[config.mk]
export PLATFORM = sky130hd
export DESIGN_NAME = dec_timer
export DESIGN_NICKNAME = d
export VERILOG_FILES = /design/src/rtl/dec_pkg.sv /design/src/rtl/dec_prescaler.sv /design/src/rtl/dec_counter.sv /design/src/rtl/dec_irq_fsm.sv /design/src/rtl/dec_timer.sv
export SDC_FILE = /design/constraint.sdc
export NUM_CORES = 1
export LEC_CHECK = 0
export ABC_AREA = 1
export CAP_MARGIN = 30
export CORE_MARGIN = 2
export CORE_UTILIZATION = 60
export CTS_BUF_LIST = sky130_fd_sc_hd__clkbuf_8
export CTS_CLUSTER_SIZE = 24
export DETAILED_ROUTE_END_ITERATION = 10
export DONT_BUFFER_PORTS = 1
export GPL_TIMING_DRIVEN = 0
export MAX_ROUTING_LAYER = met4
export PLACE_DENSITY = 0.78
export SLEW_MARGIN = 15
export SYNTH_ARGS = -nofsm -noshare
export SYNTH_HDL_FRONTEND = slang
export SYNTH_SLANG_ARGS = --single-unit
export TNS_END_PERCENT = 1
[constraint.sdc]
create_clock -name clk -period 3.54 [get_ports clk]
set_clock_uncertainty 0.2 [all_clocks]
set_input_delay 0.354 -clock clk [delete_from_list [all_inputs] [get_ports clk]]
set_output_delay 0.354 -clock clk [all_outputs]
set_load 0.1 [all_outputs]
[src/rtl/dec_pkg.sv]
package dec_pkg;
    localparam int CNT_W       = 32;
    localparam int DIV_LO_LOG2 = 2;
    localparam int DIV_HI_LOG2 = 4;

    typedef enum logic [0:0] {
        IRQ_IDLE = 1'b0,
        IRQ_PEND = 1'b1
    } irq_state_t;
endpackage

[src/rtl/dec_prescaler.sv]
module dec_prescaler
    import dec_pkg::*;
#(
    parameter int LO_LOG2 = DIV_LO_LOG2,
    parameter int HI_LOG2 = DIV_HI_LOG2
) (
    input  logic clk,
    input  logic rst_n,
    input  logic en,
    input  logic sel,
    output logic tick
);
    localparam int PW = HI_LOG2;
    localparam logic [PW-1:0] MASK_LO = PW'((1 << LO_LOG2) - 1);
    localparam logic [PW-1:0] MASK_HI = PW'((1 << HI_LOG2) - 1);

    logic [PW-1:0] phase;
    logic [PW-1:0] mask;

    always_comb begin
        mask = sel ? MASK_HI : MASK_LO;
        tick = en && ((phase & mask) == mask);
    end

    // Cleared only by a low enable, never by system reset.
    always_ff @(posedge clk) begin
        if (!en) phase <= '0;
        else     phase <= phase + 1'b1;
    end


    tick_spacing_chk: assert property (@(posedge clk) disable iff (!rst_n)
        tick |=> !tick);

    no_tick_when_off_chk: assert property (@(posedge clk) disable iff (!rst_n)
        !en |=> (phase == '0));
endmodule

[src/rtl/dec_counter.sv]
module dec_counter
    import dec_pkg::*;
#(
    parameter int W = CNT_W
) (
    input  logic         clk,
    input  logic         rst_n,
    input  logic         tick,
    input  logic         wr_en,
    input  logic [W-1:0] wr_data,
    output logic [W-1:0] count,
    output logic         msb_rise
);
    logic [W-1:0] count_nxt;

    always_comb begin
        if (wr_en)     count_nxt = wr_data;
        else if (tick) count_nxt = count - 1'b1;
        else           count_nxt = count;
        msb_rise = !count[W-1] && count_nxt[W-1];
    end

    // No reset: the value survives system reset and counting continues.
    always_ff @(posedge clk) begin
        count <= count_nxt;
    end


    load_chk: assert property (@(posedge clk) disable iff (!rst_n)
        wr_en |=> (count == $past(wr_data)));

    dec_step_chk: assert property (@(posedge clk) disable iff (!rst_n)
        (tick && !wr_en) |=> (count == $past(count) - 1'b1));

    hold_chk: assert property (@(posedge clk) disable iff (!rst_n)
        (!tick && !wr_en) |=> $stable(count));
endmodule

[src/rtl/dec_irq_fsm.sv]
module dec_irq_fsm
    import dec_pkg::*;
(
    input  logic clk,
    input  logic rst_n,
    input  logic rise,
    input  logic ack,
    output logic pend
);
    irq_state_t state, state_nxt;

    always_ff @(posedge clk or negedge rst_n) begin
        if (!rst_n) state <= IRQ_IDLE;
        else        state <= state_nxt;
    end

    always_comb begin
        state_nxt = state;
        unique case (state)
            IRQ_IDLE: if (rise) state_nxt = IRQ_PEND;          // raise
            IRQ_PEND: if (ack && !rise) state_nxt = IRQ_IDLE;  // clear / re-raise
            default:  state_nxt = IRQ_IDLE;
        endcase
    end

    always_comb begin
        pend = (state == IRQ_PEND);
    end


    pend_hold_chk: assert property (@(posedge clk) disable iff (!rst_n)
        (pend && !ack) |=> pend);

    reraise_chk: assert property (@(posedge clk) disable iff (!rst_n)
        rise |=> pend);
endmodule

[src/rtl/dec_timer.sv]
module dec_timer
    import dec_pkg::*;
#(
    parameter int W       = CNT_W,
    parameter int LO_LOG2 = DIV_LO_LOG2,
    parameter int HI_LOG2 = DIV_HI_LOG2
) (
    input  logic         clk,
    input  logic         rst_n,
    input  logic         tb_en,
    input  logic         div_sel,
    input  logic         wr_en,
    input  logic [W-1:0] wr_data,
    output logic [W-1:0] rd_data,
    input  logic         irq_ack,
    output logic         irq_pend
);
    logic tick;
    logic msb_rise;

    dec_prescaler #(.LO_LOG2(LO_LOG2), .HI_LOG2(HI_LOG2)) u_pre (
        .clk  (clk),
        .rst_n(rst_n),
        .en   (tb_en),
        .sel  (div_sel),
        .tick (tick)
    );

    dec_counter #(.W(W)) u_cnt (
        .clk     (clk),
        .rst_n   (rst_n),
        .tick    (tick),
        .wr_en   (wr_en),
        .wr_data (wr_data),
        .count   (rd_data),
        .msb_rise(msb_rise)
    );

    dec_irq_fsm u_irq (
        .clk  (clk),
        .rst_n(rst_n),
        .rise (msb_rise),
        .ack  (irq_ack),
        .pend (irq_pend)
    );


    msb_edge_irq_chk: assert property (@(posedge clk) disable iff (!rst_n)
        !rd_data[W-1] ##1 rd_data[W-1] |-> irq_pend);

    reset_pend_chk: assert property (@(posedge clk)
        !rst_n |-> !irq_pend);
endmodule

## After elaboration in Yosys (flattened, before gate mapping)

Cells that the tools add are included.

- Add/subtract/negate cells: 2
- Equality and inequality tests: 1
- Mux-type cells: 6
- Bitwise operators: 2
- Reduce and logical (&&, ||, !) cells: 6

Operators by type and width:

| kind | number |
|---|---|
| two-way mux 32 bit | 2 |
| subtractor 32 x 1 -> 32 bit (second input constant) | 1 |
| adder 4 x 1 -> 4 bit (second input constant) | 1 |
| AND 4 bit | 1 |
| == test 4 bit | 1 |
| two-way mux 4 bit | 1 |
| logical AND 1 bit | 3 |
| logical NOT 1 bit | 2 |
| two-way mux 1 bit | 2 |
| one-hot mux 1 bit (2 select lines) | 1 |
| nonzero test 2 bit | 1 |
| NOT 1 bit | 1 |

- Register bits after elaboration: 37
- Input bits: 38
- Output and inout port bits: 33
- Logic and storage cells: 21

## Longest topological paths before layout

Gate-level depths: netlist of the first run.

- Depth in word-level cells: 11
- Mapped depth: 11
- Mapped depth without buffers: 11

## By module

A second synthesis of the first run with hierarchy kept.

- Cells, all modules: 334
- Area total of the unflattened synthesis: 2,502.4 µm²

By module, submodules not included:

| module | instances | cells an instance | area each (µm²) | seq. area each (µm²) |
|---|---|---|---|---|
| dec_counter | 1 | 309 | 2,301.0 | 950.9 |
| dec_prescaler | 1 | 20 | 161.4 | 80.1 |
| dec_irq_fsm | 1 | 5 | 40.0 | 25.0 |

## Least setup slack after synthesis of the first run

OpenSTA, ideal clock, no wires.

- Kind: register to register
- Start: reg u_pre.phase[0]
- End: reg u_cnt.count[0] (enable)
- Library setup time: 0.462 ns
- Arrival time: 2.805 ns
- Data required time: 2.878 ns
- Path slack: 0.072 ns
- Stages on the path, launching flop included: 4
- Path buffers: 0
- Period minus slack after synthesis: 3.468 ns
- Cell sequence: dfxtp_1 -> ha_1 -> nand2_1 -> o21ai_0

- Word-level cells in the longest chain between the ends: 4

RTL lines:

| element | line | source |
|---|---|---|
| from (decl) | dec_prescaler.sv:17 | `logic [PW-1:0] phase;` |
| from (signal assigned) | dec_prescaler.sv:28 | `else phase <= phase + 1'b1;` |
| AND 4 bit | dec_prescaler.sv:22 | `tick = en && ((phase & mask) == mask);` |
| == test 4 bit | dec_prescaler.sv:22 |  |
| logical AND 1 bit | dec_prescaler.sv:22 |  |
| nonzero test 2 bit (no source line) | - |  |
| to (signal assigned) | dec_counter.sv:25 | `count <= count_nxt;` |
| to (decl) | dec_counter.sv:11 | `output logic [W-1:0] count,` |

No other way between the ends.
A chain may end at the register's enable or synchronous reset.

## Worst setup path after layout of the first run

- Start: reg u_cnt.count[0]
- End: reg u_cnt.count[16], data pin

- Word-level cells in the longest chain between the ends: 3

RTL lines:

| element | line | source |
|---|---|---|
| subtractor 32 x 1 -> 32 bit | dec_counter.sv:18 | `else if (tick) count_nxt = count - 1'b1;` |
| two-way mux 32 bit | dec_counter.sv:18 |  |
| two-way mux 32 bit | dec_counter.sv:17 | `if (wr_en) count_nxt = wr_data;` |
| net u_cnt.count_nxt[16] | dec_counter.sv:14 | `logic [W-1:0] count_nxt;` |

The timed path passes the listed nets, and every way through them passes these cells. The select of a mux whose other input is x is not followed.

==> metrics.csv, run 1 <==
stage,metric,value,unit
status,status,completed,
global_routing,antenna_found_initial,0,
setup_path,r2r-end,u_cnt.count[16],
sta,slew_viol_final,0,
logic_synthesis,synth_xor_area_frac,0.0394,
setup_path,path_delay_family,flip-flops,
global_routing,grt.met2_usage,0.455,
sta,finalSetupViolCount,0,
logic_synthesis,netlist_area,0.00244,mm2
cts,cts_tree,done,
layout,antenna_cells,0,
layout,post-route-util,0.751,
routing,routedWlPerCell,14.8,um
cts,insertion_delay,300,ps
global_routing,top_usage_layer,met2,
setup_path,reg2reg_depth,9,
logic_synthesis,synth_edf_count,31,
floorplanning,die-area,0.00460,mm2
cts,cts.htree.levels,2,
floorplanning,ios,71,
power_and_ir_drop,seqPwrFrac,0.510,
place,portBuffers,0,
setup_path,cp-end-kind,flop,
logic_synthesis,synthMuxAreaShare,0,
setup_path,max_stage_delay,980,ps
logic_synthesis,yosys.area_share.simple,0.382,
logic_synthesis,syn_nets,360,
floorplanning,fp-row-count,23,
power_and_ir_drop,ir_drop,0.000337,V
global_routing,grt_max_degree,19,
min_path,min-delay-start,tb_en,
setup_path,rrSetupSlack,820,ps
power_and_ir_drop,power.leakage,1.30,nW
global_routing,grt_pass1_wl,8850,um
setup_path,path_buf_inv,2,
logic_synthesis,ys_seq_area_frac,0.432,
cts,clkSinkCount,37,
power_and_ir_drop,switching_share,0.354,
logic_synthesis,synthCells,320,
routing,drtAntennaViolNets,0,
sta,timing.slew.headroom,0.301,
global_routing,gr-usage-met1,0.317,
place,place_ws,808,ps
min_path,hold_path_end,u_pre.phase[0],
routing,drc,0,
power_and_ir_drop,intPower,0.868,mW
floorplanning,die_w,67.8,um
sta,grt_setup_unrepaired,false,
logic_synthesis,synth_top_area_cell,edfxtp_1,
power_and_ir_drop,clockPowerShare,0.337,
layout,register_area,0.00106,mm2
cts,cts-root-buf,clkbuf_8,
setup_path,worstPathCellList,inv_1 > ha_1 > nand2_2 > inv_2 > nand2_4 > nor2_8 > nand2_1 > xor2_1 > o21ai_1,
sta,finalHoldViolCount,0,
logic_synthesis,synth-async-reset-ratio,0.0270,
setup_path,cp.arrival,2570,ps
logic_synthesis,synth.avg_cell_area,7.63,um2
routing,wirelength,5920,um
layout,final_nets,389,
floorplanning,die_h,67.8,um
setup_path,worstPathMaxFanout,6,
setup_path,critPathKind,reg2reg,
sta,max_freq,0.367,GHz
floorplanning,start_util,0.615,
logic_synthesis,synth_common_cells,"nand2_1 (98), nor2_1 (56), edfxtp_1 (31)",
min_path,hold_path.class,in2reg,
logic_synthesis,yosysMostFrequentCell,nand2_1,
global_routing,use_met3,0.0850,
logic_synthesis,synth_area_leaders,"edfxtp_1 (38%), nand2_1 (15%), nor2_1 (8.6%)",
logic_synthesis,synthFlopType,edfxtp_1,
layout,n_fill_cell,281,
logic_synthesis,synth_adder_area_share,0.0102,
logic_synthesis,yosys.area.top_type_share,0.381,
cts,clockBufferDepth,2,
global_routing,grt.overflow.total,0,
sta,worst_slew_pin_slew,1050,ps
place,place_congestion,0.854,
setup_path,critPathRequiredTime,3390,ps
cts,clk_pin_slew,80,ps
setup_path,startpoint_type,flop,
setup_path,reg2reg_from,u_cnt.count[0],
layout,multi_input_area,0.00126,mm2
layout,syn_to_final_growth,22.1,%
place,dpl.hpwl,4210,um
routing,dr.first_iter.drc_count,130,
power_and_ir_drop,combPwrFrac,0.153,
global_routing,grtUsageTotal,0.272,
min_path,whs_path_depth,2,
sta,period_share,0.769,
routing,post_drt_via_cell_ratio,5.41,
logic_synthesis,synth-compound-area-share,0.0804,
sta,period_needed,2720,ps
logic_synthesis,ys_types,35,
global_routing,grt_pass1_vias,1924,
routing,dr_total_vias,2165,
cts,cts_made_buffers,5,
layout,drive_above_1_share,0.143,
sta,setup_ws,817,ps
flow_run,max_cap_violations,0,
logic_synthesis,ys_ff_latch,37,
power_and_ir_drop,p_switching,0.475,mW
floorplanning,core,0.00397,mm2
logic_synthesis,yosysWarnings,0,
routing,first_pass_iters,4,
power_and_ir_drop,powerDensity,450,mW/mm2
setup_path,cpMaxStageDelayCell,edfxtp_1,
logic_synthesis,synth_top_family_by_area,simple AND/OR/NAND/NOR gates,
## how the worst max path moves through the flow
stage / from / end / slack, ps / cells past startpoint
global route: u_cnt.count[0] / u_cnt.count[26] / 670 / 11
floorplan: u_pre.phase[0] / u_cnt.count[0] / 70 / 3
CTS: u_cnt.count[0] / u_cnt.count[26] / 800 / 11
finish: u_cnt.count[0] / u_cnt.count[16] / 820 / 9
detailed placement: u_cnt.count[0] / u_cnt.count[26] / 810 / 11
global placement: u_pre.phase[0] / u_cnt.count[15] / -940 / 3
## through the flow
stage	setup TNS, ps	instances	hold slack (ps)	cell area [um2]	power (mW)
2_1_floorplan	0	320	-142	2440	0.818
3_3_place_gp	-28990	370	-142	2500	0.845
3_5_place_dp	0	373	-142	2570	0.857
4_1_cts	0	385	7.17	2750	1.31
5_1_grt	0	400	8.81	2980	1.38
6_report	0	400	11.4	2980	1.34
## kinds of logic after synthesis
family          Yosys count
simple gates            198
compound gates           37
flops                    37
buf+inv                  35
xor+xnor                 11
fa+ha+maj                 2
## area by class of cell
class	count	share of cell area
clock inverters	3	0.0231
multi-input cells	248	0.423
inverters	29	0.0365
well taps	50	0.0210
flip-flops and latches	37	0.354
plain buffers	6	0.00923
clock buffers	5	0.0231
repair buffers	22	0.110
## per-layer routing
layer  share of wire  vias up
li1                -     1089
met1            0.41      982
met3           0.082       12
met2            0.49       82
met5               0        -
met4           0.017        0
## state kept, by name (all words and copies together) (netlist names)
signal       count
u_cnt.count     32
u_irq.pend       1
u_pre.phase      4
## power by group through the flow
stage	Clock, mW	Combinational [mW]	Sequential [mW]
finish	0.453	0.205	0.685
global route	0.472	0.222	0.689
CTS	0.455	0.132	0.721
detailed placement	0	0.127	0.730
global placement	0	0.108	0.737
floorplan	0	0.0920	0.726
## cells in the final DEF (no fill, tap or decap), types with 5 or more instances in the layout
cell type,synthesis,layout
o21ai_1,12,12
a21oi_1,6,6
dfxtp_1,5,5
inv_1,26,26
xor2_1,7,7
nand3_1,13,13
clkbuf_8,0,5
edfxtp_1,31,31
o21ai_0,15,14
clkbuf_1,4,10
nor2_2,6,6
nand2_1,98,98
buf_16,0,8
nor2_1,56,56
## what timing repair did
action,CTS,global route
setup buffers,0,0
gates resized for setup,0,0
hold buffers,4,0
endpoints found under the hold margin,4,0
Note: power is estimated with default switching activity, not from simulation.
==> run 2: changes to the inputs <==
--- a/config.mk
+++ b/config.mk
@@ -5,17 +5,17 @@
 export SDC_FILE = /design/constraint.sdc
 export NUM_CORES = 1
 export LEC_CHECK = 0
-export ABC_AREA = 1
+export ABC_AREA = 0
 export CAP_MARGIN = 30
 export CORE_MARGIN = 2
-export CORE_UTILIZATION = 60
+export CORE_UTILIZATION = 66
 export CTS_BUF_LIST = sky130_fd_sc_hd__clkbuf_8
 export CTS_CLUSTER_SIZE = 24
 export DETAILED_ROUTE_END_ITERATION = 10
 export DONT_BUFFER_PORTS = 1
 export GPL_TIMING_DRIVEN = 0
 export MAX_ROUTING_LAYER = met4
-export PLACE_DENSITY = 0.78
+export PLACE_DENSITY = 0.81
 export SLEW_MARGIN = 15
 export SYNTH_ARGS = -nofsm -noshare
 export SYNTH_HDL_FRONTEND = slang
==> constraint.sdc (replaced) <==
create_clock -name clk -period 2.85 [get_ports clk]
set_clock_uncertainty 0.2 [all_clocks]
set_input_delay 0.285 -clock clk [delete_from_list [all_inputs] [get_ports clk]]
set_output_delay 0.285 -clock clk [all_outputs]
set_load 0.1 [all_outputs]
==> run 2 against run 1 <==
The run now fails in global routing. Synthesized cell count shrank 21%. Area after synthesis fell by 0.92%.
==> metrics.csv, run 2 <==
stage,metric,value,unit,change
place,place_congestion,0.893,,+4.5%
status,status,stopped before the end,,
place,placed_cell_area,0.00287,mm2,+12%
logic_synthesis,yosysMostFrequentCell,nand2_1,,
floorplanning,start_util,0.708,,+0.0934
logic_synthesis,netlist_area,0.00242,mm2,-0.92%
logic_synthesis,ys_ff_latch,37,,unchanged
logic_synthesis,synthFlopType,edfxtp_1,,
global_routing,grt_max_degree,32,,
logic_synthesis,ys_seq_area_frac,0.436,,+0.00402
logic_synthesis,synthCells,252,,-21%
status,tool.error,"[ERROR DPL-0038] Utilization greater than 100%, impossible to legalize",,
status,stop_stage,global routing,,
logic_synthesis,synth_common_cells,"nand2_1 (34), edfxtp_1 (31), nor3_1 (13)",,
logic_synthesis,synth_top_area_cell,edfxtp_1,,
cts,cts.htree.levels,2,,unchanged
cts,cts-root-buf,clkbuf_8,,
place,dpl.hpwl,5370,um,+28%
floorplanning,ios,71,,unchanged
logic_synthesis,synth.avg_cell_area,9.60,um2,+26%
cts,clockBufferDepth,2,,unchanged
cts,cts_made_buffers,5,,unchanged
place,dp.cells,322,,-14%
logic_synthesis,synth_area_leaders,"edfxtp_1 (38%), nand2_1 (5.3%), dfxtp_1 (4.1%)",,
logic_synthesis,synth_edf_count,31,,unchanged
logic_synthesis,syn_nets,292,,-19%
logic_synthesis,ys_types,53,,+51%
floorplanning,die_h,64.6,um,-4.8%
place,portBuffers,0,,unchanged
floorplanning,die_w,64.6,um,-4.8%
logic_synthesis,yosys.area.top_type_share,0.385,,+0.00355
cts,clkSinkCount,37,,unchanged
place,place_ws,-395,ps,-1200 ps
logic_synthesis,synth-async-reset-ratio,0.0270,,unchanged
logic_synthesis,yosysWarnings,0,,unchanged
floorplanning,fp-row-count,21,,-8.7%
-- run 2: metrics by stage --
stage,setup TNS [ps],util
CTS,-2150,0.925
detailed placement,-9950,0.841
global placement,-21700,0.725
floorplan,-741,-
-- run 2: what timing repair did --
item                       in CTS
setup buffers                   2
setup endpoints to repair      50
gates resized for setup        20
pin swaps                       7
hold buffers                   10
hold endpoints to repair       13
-- run 2: cell families after synthesis --
family	Yosys count	share of synthesized area
buffers and inverters	17	0.0377
adders and majority gates	2	0.0103
xor gates and xnor gates	12	0.0434
and+or+nand+nor	133	0.305
AOI/OAI and AO/OA	51	0.167
DFF	37	0.436
==> run 3: changes to the inputs <==
--- a/config.mk
+++ b/config.mk
@@ -8,14 +8,11 @@
 export ABC_AREA = 0
 export CAP_MARGIN = 30
 export CORE_MARGIN = 2
-export CORE_UTILIZATION = 66
-export CTS_BUF_LIST = sky130_fd_sc_hd__clkbuf_8
-export CTS_CLUSTER_SIZE = 24
+export CORE_UTILIZATION = 40
 export DETAILED_ROUTE_END_ITERATION = 10
 export DONT_BUFFER_PORTS = 1
 export GPL_TIMING_DRIVEN = 0
-export MAX_ROUTING_LAYER = met4
-export PLACE_DENSITY = 0.81
+export PLACE_DENSITY_LB_ADDON = 0.15
 export SLEW_MARGIN = 15
 export SYNTH_ARGS = -nofsm -noshare
 export SYNTH_HDL_FRONTEND = slang
==> run 3 against run 2 <==
The flow now finishes, with violations (hold timing, setup timing). Synthesized cell count did not move. Area after synthesis unchanged.
==> metrics.csv, run 3 <==
stage,metric,value,unit,change
status,status,finished with violations,,
status,violations,"hold timing, setup timing",,
global_routing,grt_pass1_vias,2475,,
floorplanning,ios,71,,unchanged
floorplanning,die_w,81.8,um,+27%
layout,register_area,0.00106,mm2,
logic_synthesis,yosysWarnings,0,,unchanged
cts,cts_made_buffers,5,,unchanged
routing,dr_total_vias,2522,,
logic_synthesis,netlist_area,0.00242,mm2,unchanged
cts,cts.htree.levels,2,,unchanged
setup_path,max_stage_delay,800,ps,
logic_synthesis,synthFlopType,edfxtp_1,,
layout,stdcell_area,0.00381,mm2,
routing,drtAntennaViolNets,0,,
setup_path,cp.arrival,2860,ps,
power_and_ir_drop,clockPowerShare,0.239,,
power_and_ir_drop,combPwrFrac,0.317,,
setup_path,cp_common_cell,or4_4,,
global_routing,gr-usage-met1,0.312,,
sta,timing.slew.headroom,0.313,,
min_path,hold_path.class,in2reg,,
cts,clkSinkCount,37,,unchanged
routing,post_drt_via_cell_ratio,6.17,,
layout,top_register,u_cnt.count,,
logic_synthesis,ys_ff_latch,37,,unchanged
min_path,whs_path_depth,2,,
power_and_ir_drop,powerDensity,437,mW/mm2,
logic_synthesis,synthCells,252,,unchanged
floorplanning,die_h,81.8,um,+27%
power_and_ir_drop,switching_share,0.369,,
sta,worst_slew_pin_slew,1030,ps,
setup_path,cp-end-kind,flop,,
setup_path,r2r-end,u_cnt.count[28],,
layout,final_cell_mix,"nand2_1 (32), edfxtp_1 (31), buf_16 (24)",,
flow_run,max_cap_violations,0,,
sta,period_needed,3010,ps,
floorplanning,core,0.00589,mm2,
sta,hold_ws,-3.56,ps,
place,dp.cells,362,,+12%
global_routing,grt.met2_usage,0.402,,
setup_path,reg2reg_from,u_cnt.count[19],,
power_and_ir_drop,power,1.66,mW,
layout,n_fill_cell,471,,
routing,first_pass_iters,4,,
cts,clockBufferDepth,2,,unchanged
logic_synthesis,yosysMostFrequentCell,nand2_1,,
power_and_ir_drop,p_switching,0.615,mW,
setup_path,cp-endpoint,u_cnt.count[28],,
logic_synthesis,synth-async-reset-ratio,0.0270,,unchanged
layout,drive_above_1_share,0.246,,
sta,finalHoldViolCount,1,,
layout,post-route-util,0.648,,
sta,slew_viol_final,0,,
place,dpl.hpwl,5630,um,+4.9%
place,placed_cell_area,0.00311,mm2,+8.1%
cts,clk_pin_slew,80,ps,
setup_path,cpMaxStageDelayCell,edfxtp_1,,
global_routing,grtUsageTotal,0.245,,
setup_path,worstPathMaxFanout,5,,
routing,wirelength,8500,um,
layout,multi_input_area,0.00137,mm2,
routing,drc,0,,
layout,antenna_cells,0,,
setup_path,critPathLaunch,u_cnt.count[19],,
floorplanning,fp-row-count,28,,+33%
setup_path,critPathKind,reg2reg,,
cts,cts-root-buf,clkbuf_8,,
sta,setup_ws,-161,ps,
layout,syn_to_final_growth,57.5,%,
setup_path,worstPathCellList,or4_4 > or4_4 > o311a_1 > a221o_1,,
power_and_ir_drop,seqPwrFrac,0.444,,
setup_path,reg2reg_depth,4,,
layout,final_nets,373,,
cts,insertion_delay,300,ps,
global_routing,grt_pass1_wl,12400,um,
cts,cts_tree,done,,
setup_path,startpoint_type,flop,,
logic_synthesis,synth_top_area_cell,edfxtp_1,,
power_and_ir_drop,intPower,1.05,mW,
setup_path,critPathRequiredTime,2700,ps,
sta,period_share,1.06,,
sta,max_freq,0.332,GHz,
setup_path,rrSetupSlack,-160,ps,
floorplanning,die-area,0.00669,mm2,
place,portBuffers,0,,unchanged
logic_synthesis,synth_area_leaders,"edfxtp_1 (38%), nand2_1 (5.3%), dfxtp_1 (4.1%)",,
layout,stdcell_count,409,,
sta,finalSetupViolCount,10,,
place,place_congestion,0.823,,-7.9%
logic_synthesis,ys_seq_area_frac,0.436,,unchanged
sta,grt_setup_unrepaired,true,,
logic_synthesis,synth.avg_cell_area,9.60,um2,unchanged
floorplanning,start_util,0.411,,-0.297
logic_synthesis,ys_types,53,,unchanged
routing,dr.first_iter.drc_count,231,,
global_routing,antenna_found_initial,0,,
logic_synthesis,synth_edf_count,31,,unchanged
global_routing,top_usage_layer,met2,,
layout,final_common_cell,nand2_1,,
global_routing,grt.overflow.total,0,,
global_routing,use_met3,0.0659,,
power_and_ir_drop,ir_drop,0.000221,V,
logic_synthesis,syn_nets,292,,unchanged
layout,largest_register_ffs,32,,
global_routing,grt_max_degree,32,,
logic_synthesis,synth_common_cells,"nand2_1 (34), edfxtp_1 (31), nor3_1 (13)",,
power_and_ir_drop,power.leakage,1.36,nW,
logic_synthesis,yosys.area.top_type_share,0.385,,unchanged
routing,routedWlPerCell,20.8,um,
==> run 3: cell counts after synthesis <==
No cell type changed its count.
==> run 3: cells by family after synthesis <==
group,Yosys count,synth area share
compound gates,51,0.167
xor+xnor,12,0.0434
fa+ha+maj,2,0.0103
buf+inv,17,0.0377
flops,37,0.436
simple gates,133,0.305
==> run 3: what timing repair did <==
item                       4_1_cts  5_1_grt
hold endpoints to repair        21        0
pin swaps                       11        2
setup buffers                    4        1
gates resized for setup         18        3
setup endpoints to repair       49       13
cloned                           0        0
hold buffers                    18        0
==> run 3: worst min path at each step <==
stage,from,endpoint,slack [ps]
after CTS,rst_n,u_irq.pend,2
final,wr_data[14],u_cnt.count[14],-4
after global routing,rst_n,u_irq.pend,8
after global placement,rst_n,u_irq.pend,-210
after detailed placement,rst_n,u_irq.pend,-210
after floorplan,rst_n,u_irq.pend,-210
==> run 3: layout make-up <==
class,instances,area share
inverters,5,0.00492
multi-input cells,198,0.359
clock buffers,8,0.0236
plain buffers,11,0.0184
repair buffers,75,0.293
well taps,75,0.0246
flip-flops and latches,37,0.277
==> run 3: power by group through the flow <==
stage	sequential (mW)	clock, mW	combinational (mW)
floorplan	0.901	0	0.101
global placement	0.920	0	0.128
detailed placement	0.804	0	0.367
CTS	0.795	0.398	0.404
global route	0.745	0.416	0.550
finish	0.740	0.397	0.528
==> run 3: through the flow <==
step	hold WS (ps)	worst slack (ps)	TNS (ps)
3_5_place_dp	-211	-547	-14420
3_3_place_gp	-211	-788	-30180
5_1_grt	8.08	-208	-1310
2_1_floorplan	-211	-151	-741
6_report	-3.56	-161	-782
4_1_cts	2.23	-132	-652
==> run 3: worst max-delay path: cells and delay by family, from the launching register on <==
kind | cells | cell delay [ps]
AOI/OAI and AO/OA | 2 | 610
DFF | 1 | 800
and+or+nand+nor | 2 | 1160
==> run 3: per-layer routing <==
metal	vias up	wire length, um	part of all wire
met5	-	0	0
met4	0	169	0.020
met3	16	732	0.086
met2	127	4140	0.49
met1	1212	3460	0.41
li1	1167	-	-
